--- src/rtl/hpi_pkg.sv ---
package hpi_pkg;

   // Channel flag bit positions, shared by the datapath and this slice
   localparam int FLAG_W      = 4;
   localparam int FLG_RX_FULL = 0;   // DSP receive data full
   localparam int FLG_HTX_EMP = 1;   // host transmit empty
   localparam int FLG_TX_EMP  = 2;   // DSP transmit empty
   localparam int FLG_HRX_FUL = 3;   // host receive full

   // Per-channel flag effects of the initialize command
   localparam logic [FLAG_W-1:0] RX_SET_M = 4'b0010;
   localparam logic [FLAG_W-1:0] RX_CLR_M = 4'b0001;
   localparam logic [FLAG_W-1:0] TX_SET_M = 4'b0100;
   localparam logic [FLAG_W-1:0] TX_CLR_M = 4'b1000;

   typedef struct packed {
      logic       init;
      logic [1:0] mode;
      logic       tx_en;
      logic       rx_en;
   } ctrl_t;

endpackage

--- src/rtl/hpi_ctrl_reg.sv ---
module hpi_ctrl_reg
   import hpi_pkg::*;
#(
   parameter int DATA_W   = 8,
   parameter int MODE_W   = 2,
   parameter int POS_RXE  = 0,
   parameter int POS_TXE  = 1,
   parameter int POS_MODE = 3,
   parameter int POS_INIT = 7
) (
   input  logic              clk,
   input  logic              rst_n,
   input  logic              we,
   input  logic [DATA_W-1:0] wdata,
   output logic              init_q,
   output logic [MODE_W-1:0] mode_q,
   output logic              rxe_q,
   output logic              txe_q
);

   localparam int MODE_HI = POS_MODE + MODE_W - 1;

   if (MODE_HI >= DATA_W || POS_INIT >= DATA_W || POS_RXE >= DATA_W || POS_TXE >= DATA_W) begin : g_bad_pos
      $error("hpi_ctrl_reg: field position outside write data");
   end

   logic init_set;
   logic unused_wdata;

   assign init_set     = we && wdata[POS_INIT];
   assign unused_wdata = ^wdata;

   always_ff @(posedge clk or negedge rst_n) begin
      if (!rst_n) begin
         mode_q <= '0;
         rxe_q  <= 1'b0;
         txe_q  <= 1'b0;
      end else if (we) begin
         mode_q <= wdata[MODE_HI:POS_MODE];
         rxe_q  <= wdata[POS_RXE];
         txe_q  <= wdata[POS_TXE];
      end
   end

   // The command bit self-clears after its single execute cycle
   always_ff @(posedge clk or negedge rst_n) begin
      if (!rst_n)        init_q <= 1'b0;
      else if (init_set) init_q <= 1'b1;
      else if (init_q)   init_q <= 1'b0;
   end

   a_r3_init_self_clear: assert property (@(posedge clk) disable iff (!rst_n)
      init_q && !init_set |=> !init_q);

   a_r2_init_arms: assert property (@(posedge clk) disable iff (!rst_n)
      init_set |=> init_q);

   a_r2_mode_held: assert property (@(posedge clk) disable iff (!rst_n)
      !we |=> $stable(mode_q));

endmodule

--- src/rtl/hpi_init_exec.sv ---
module hpi_init_exec
   import hpi_pkg::*;
#(
   parameter int ADDR_W = 3,
   parameter int MODE_W = 2
) (
   input  logic              init_q,
   input  logic [MODE_W-1:0] mode,
   input  logic              rxe,
   input  logic              txe,
   input  logic [FLAG_W-1:0] flag_in,
   output logic              exec,
   output logic              dma_on,
   output logic              illegal,
   output logic              flag_wr,
   output logic [FLAG_W-1:0] flag_nxt,
   output logic [ADDR_W-1:0] preload
);

   localparam int FILL_W = ADDR_W - MODE_W;

   if (FILL_W < 1) begin : g_bad_width
      $error("hpi_init_exec: counter must be wider than the mode field");
   end

   logic [FLAG_W-1:0] set_m;
   logic [FLAG_W-1:0] clr_m;
   logic [ADDR_W-1:0] dma_start;

   assign exec    = init_q;
   assign dma_on  = |mode;
   assign illegal = exec && dma_on && rxe && txe;
   assign flag_wr = exec && !illegal;

   assign set_m = (rxe ? RX_SET_M : '0) | (txe ? TX_SET_M : '0);
   assign clr_m = (rxe ? RX_CLR_M : '0) | (txe ? TX_CLR_M : '0);

   // Each flag bit gets its own set/clear override
   for (genvar gi = 0; gi < FLAG_W; gi++) begin : g_flag
      always_comb begin
         if (flag_wr) flag_nxt[gi] = (flag_in[gi] && !clr_m[gi]) || set_m[gi];
         else         flag_nxt[gi] = flag_in[gi];
      end
   end

   assign dma_start = {{FILL_W{1'b1}}, mode};
   assign preload   = dma_on ? dma_start : '0;

endmodule

--- src/rtl/hpi_addr_ctr.sv ---
module hpi_addr_ctr #(
   parameter int ADDR_W = 3,
   parameter int MODE_W = 2
) (
   input  logic              clk,
   input  logic              rst_n,
   input  logic              load,
   input  logic [ADDR_W-1:0] load_val,
   input  logic              step,
   input  logic [MODE_W-1:0] mode,
   output logic [ADDR_W-1:0] addr_q,
   output logic              at_top
);

   localparam int                FILL_W = ADDR_W - MODE_W;
   localparam logic [ADDR_W-1:0] TOP    = '1;

   if (FILL_W < 1) begin : g_bad_width
      $error("hpi_addr_ctr: counter must be wider than the mode field");
   end

   logic [ADDR_W-1:0] wrap_val;

   assign at_top   = (addr_q == TOP);
   assign wrap_val = {{FILL_W{1'b1}}, mode};

   always_ff @(posedge clk or negedge rst_n) begin
      if (!rst_n)      addr_q <= '0;
      else if (load)   addr_q <= load_val;
      else if (step) begin
         if (at_top)   addr_q <= wrap_val;
         else          addr_q <= addr_q + 1'b1;
      end
   end

   a_r6_preload: assert property (@(posedge clk) disable iff (!rst_n)
      load |=> addr_q == $past(load_val));

   a_r7_step: assert property (@(posedge clk) disable iff (!rst_n)
      step && !load && !at_top |=> addr_q == ADDR_W'($past(addr_q) + 1'b1));

   a_r8_wrap: assert property (@(posedge clk) disable iff (!rst_n)
      step && !load && at_top |=> addr_q[MODE_W-1:0] == $past(mode));

   a_r11_hold: assert property (@(posedge clk) disable iff (!rst_n)
      !load && !step |=> $stable(addr_q));

endmodule

--- src/rtl/hpi_host_ctrl.sv ---
module hpi_host_ctrl
   import hpi_pkg::*;
#(
   parameter int DATA_W   = 8,
   parameter int ADDR_W   = 3,
   parameter int MODE_W   = 2,
   parameter int POS_RXE  = 0,
   parameter int POS_TXE  = 1,
   parameter int POS_MODE = 3,
   parameter int POS_INIT = 7
) (
   input  logic              clk,
   input  logic              rst_n,
   input  logic              ctrl_we,
   input  logic [DATA_W-1:0] ctrl_wdata,
   input  logic              dma_strobe,
   input  logic [FLAG_W-1:0] flag_in,
   output logic              init_busy,
   output logic [MODE_W-1:0] host_mode,
   output logic              dma_mode,
   output logic [ADDR_W-1:0] reg_addr,
   output logic              flag_wr,
   output logic [FLAG_W-1:0] flag_nxt,
   output logic              cmd_illegal,
   output logic              word_done
);

   logic              init_q;
   logic              rxe_q;
   logic              txe_q;
   logic              exec;
   logic              at_top;
   logic [ADDR_W-1:0] preload;

   hpi_ctrl_reg #(
      .DATA_W(DATA_W), .MODE_W(MODE_W), .POS_RXE(POS_RXE),
      .POS_TXE(POS_TXE), .POS_MODE(POS_MODE), .POS_INIT(POS_INIT)
   ) u_ctrl (
      .clk(clk), .rst_n(rst_n), .we(ctrl_we), .wdata(ctrl_wdata),
      .init_q(init_q), .mode_q(host_mode), .rxe_q(rxe_q), .txe_q(txe_q)
   );

   hpi_init_exec #(.ADDR_W(ADDR_W), .MODE_W(MODE_W)) u_exec (
      .init_q(init_q), .mode(host_mode), .rxe(rxe_q), .txe(txe_q),
      .flag_in(flag_in), .exec(exec), .dma_on(dma_mode),
      .illegal(cmd_illegal), .flag_wr(flag_wr), .flag_nxt(flag_nxt),
      .preload(preload)
   );

   hpi_addr_ctr #(.ADDR_W(ADDR_W), .MODE_W(MODE_W)) u_ctr (
      .clk(clk), .rst_n(rst_n), .load(exec), .load_val(preload),
      .step(dma_strobe), .mode(host_mode), .addr_q(reg_addr), .at_top(at_top)
   );

   assign init_busy = init_q;
   assign word_done = dma_strobe && at_top && !exec;

   a_r10_clears: assert property (@(posedge clk) disable iff (!rst_n)
      cmd_illegal && !(ctrl_we && ctrl_wdata[POS_INIT]) |=> !init_busy);

   a_r10_no_flags: assert property (@(posedge clk) disable iff (!rst_n)
      cmd_illegal |-> !flag_wr);

   a_r9_at_top: assert property (@(posedge clk) disable iff (!rst_n)
      word_done |-> (&reg_addr) && !init_busy);

   a_r3_flag_wr_in_exec: assert property (@(posedge clk) disable iff (!rst_n)
      flag_wr |-> init_busy);

endmodule

--- config.mk ---
export PLATFORM = sky130hd
export DESIGN_NAME = hpi_host_ctrl
export DESIGN_NICKNAME = d
export VERILOG_FILES = /design/src/rtl/hpi_pkg.sv /design/src/rtl/hpi_ctrl_reg.sv /design/src/rtl/hpi_init_exec.sv /design/src/rtl/hpi_addr_ctr.sv /design/src/rtl/hpi_host_ctrl.sv
export SDC_FILE = /design/constraint.sdc
export NUM_CORES = 1
export LEC_CHECK = 0
export ABC_AREA = 0
export BUFFER_PORTS_ARGS = -buffer_cell sky130_fd_sc_hd__buf_4
export CORE_UTILIZATION = 30
export DETAILED_ROUTE_END_ITERATION = 6
export PLACE_DENSITY = 0.61
export SETUP_SLACK_MARGIN = 0.15
export SLEW_MARGIN = 20
export SYNTH_ARGS = -nofsm -noshare
export SYNTH_HDL_FRONTEND = slang
export SYNTH_SLANG_ARGS = --single-unit
--- constraint.sdc ---
create_clock -name clk -period 1.8 [get_ports clk]
set_input_delay 0.09 -clock clk [delete_from_list [all_inputs] [get_ports clk]]
set_output_delay 0.09 -clock clk [all_outputs]
set_load 0.005 [all_outputs]
==> metrics.txt <==
status finished, final reports clean; Final Max Tran Viols 0; gr ovfl total 0; crit path max fanout 6; power density cells 866 mW/mm2; fillcell total 136; Layout Skew 8.46 ps; post-synth top area share 45.8%; Slew @ Worst Pin 297 ps; sequential area share after synthesis 45.8%; vias per std cell 4.83; Post-Syn Area per Cell 9.92 um2; crit path DAT 1380 ps; die area 0.00161 mm2; RSZ-0062 raised after global routing no; DP Area 634 um2; M1 GR Usage 16.7%; clk slew on worst S/H paths 60 ps; CP max stage cell dfrtp_1; GPL Wtd Cong 0.628; internal power 0.411 mW; top cells by area, synth dfrtp_1, mux2_2, a21oi_1; crit path cell chain or2_1, a21oi_1, or2_1, buf_4; ant diodes 0; worst min-delay path class primary input to register; leading area contributor after synthesis dfrtp_1; Routed Antenna Nets 0; Synth Cell Area 437 um2; Die Y 40.2 um; Cells after DPL 83; share of cells above drive strength 1 48.6%; Synth-to-Final Area Change 52.7%; pin count of the biggest net entering global routing 12; Final #Nets 91; Flop pwr share 42.6%; setup_tns 0 ps; gr busiest metal met1; final hold vios 0; total power 0.578 mW; vias in the first global route 278; Worst Setup EP flag_nxt[2]; Chip Width 40.2 um; Most common cell on crit path or2_1; worst r2r path cells 4; setup violators final 0; Max Root-Sink Buffers 2; sw frac 28.9%; Ys Warns 0; Core Area 0.00133 mm2; critical path depth 4; worst path bufs/invs 1; first-pass GRT wire length 1210 um; CP top delay family simple AND/OR/NAND/NOR gates; drt first pass iters 3; Yosys cell types 21; clock root buffer clkbuf_4; Non-Filler Cell Area, Final 667 um2; Port Buffer Count 26; Routed Wire Length 949 um; Cells after Synth 44; CP Launch Type register; initial DRC count 2; clock latency on the worst-skew pair 260 ps; # DRC 0; DR WL/cell 10.9 um; initial antenna violation count 0; r2r startpoint u_ctr.addr_q[0]$_DFFE_PN0P_; non-filler cells, final 87; Inserted Clock Buffers 3; routed vias 420; Hold Worst Slack 36.3 ps; slew margin rel. 80.2%; Reg2Reg Setup Slack 400 ps; row cnt 13; fin crit share 81.8%; Initial Util 32.7%; Max IR drop VDD 0.000427 V; combinational fraction of design power 33.5%; Synth Register Bits 8; CP required 1710 ps; Total GRT Usage 12.5%; H-Tree Depth 1; crit path from u_ctrl.mode_q[0]$_DFFE_PN0P_; slowest stage delay, CP 420 ps; post-layout min period 1470 ps; R2R Path End u_ctr.addr_q[0]$_DFFE_PN0P_; met3 usage 5.00%; syn_nets 61; fmax 679 MHz; I/O pin cnt 30; TritonCTS Sinks 8; # resized after CTS 0; CTS tree built; M2 GR Usage 15.3%; P_leak 0.327 nW; CP Capture Type primary output; max cap viols 0; clock network fraction of total power 24.0%; P_sw 0.167 mW; worst setup path class register to primary output
==> cells in the mapped netlist <==
cell type,number
buf_6,1
nor2b_1,1
a31oi_1,1
o21ai_0,2
nand2b_1,1
and3_1,1
nand3_1,2
ha_1,1
buf_2,1
dfrtp_1,8
nor2_1,3
and2_1,2
a21oi_1,5
inv_1,1
nand2_1,4
and2_4,1
or4b_1,1
a32oi_1,1
o22a_2,1
or2_1,2
mux2_2,4
==> cell usage in the layout, fill, tap and decap left out, types with 2 or more instances in the layout <==
cell type / count
nand2_1: 4
clkbuf_4: 3
nor2_1: 3
o21ai_0: 2
a21oi_1: 5
mux2_2: 4
or2_1: 2
buf_4: 26
nand3_1: 2
and2_1: 2
dfrtp_1: 8
==> worst min path at each step <==
stage,from,to,cells after the start
after floorplan,rst_n,u_ctr.addr_q[0]$_DFFE_PN0P_,0
after global placement,rst_n,u_ctr.addr_q[0]$_DFFE_PN0P_,1
after detailed placement,rst_n,u_ctr.addr_q[0]$_DFFE_PN0P_,1
after CTS,ctrl_wdata[7],u_ctrl.init_q$_DFF_PN0_,2
after global routing,ctrl_wdata[7],u_ctrl.init_q$_DFF_PN0_,2
final,ctrl_wdata[7],u_ctrl.init_q$_DFF_PN0_,2
==> timing repair <==
item                                    CTS  global route
endpoints found under the hold margin     8             0
setup buffers                             0             0
endpoints found under the setup margin    0             0
hold buffers                              1             0
==> per-layer routing <==
layer,wire length (um),up-vias
met3,45,0
met5,0,-
li1,-,213
met4,0,0
met1,438,195
met2,465,12
==> kinds of logic after synthesis <==
kind of cell,Yosys count,share of synthesized area (%)
muxes,4,10.3
adders and majority gates,1,2.86
AOI/OAI and AO/OA,10,13.8
and+or+nand+nor,18,22.6
DFF,8,45.8
buffers and inverters,3,4.58
==> state kept, by name, indices dropped and copies added, names as in the netlist <==
name,count
u_ctr.addr_q,3
u_ctrl.init_q,1
u_ctrl.mode_q,2
u_ctrl.rxe_q,1
u_ctrl.txe_q,1
==> worst reg2reg max path: cells and delay by family, from the launching register on <==
family,cells,cell delay (ps)
fa+ha+maj,1,240
flops,1,410
simple gates,3,710
==> final cells by class <==
cell class,instances,area (um2),share of cell area [%]
clock buffers,3,22.5,3.38
inverters,1,3.75,0.563
multi-input cells,33,216,32.5
flip-flops and latches,8,200,30.0
well taps,15,18.8,2.81
repair buffers,27,205,30.8
==> stage by stage <==
step	util, %	worst slack (ps)
2_1_floorplan	-	440
3_3_place_gp	47.6	408
3_5_place_dp	47.6	400
4_1_cts	50.0	312
5_1_grt	50.0	252
6_report	50.0	327
==> power groups by stage <==
stage | logic [mW] | registers [mW] | clock network [mW]
2_1_floorplan | 0.100 | 0.243 | 0
3_3_place_gp | 0.192 | 0.248 | 0
3_5_place_dp | 0.195 | 0.249 | 0
4_1_cts | 0.196 | 0.246 | 0.146
5_1_grt | 0.218 | 0.252 | 0.154
6_report | 0.193 | 0.246 | 0.139
(Power assumes the default switching activity.)
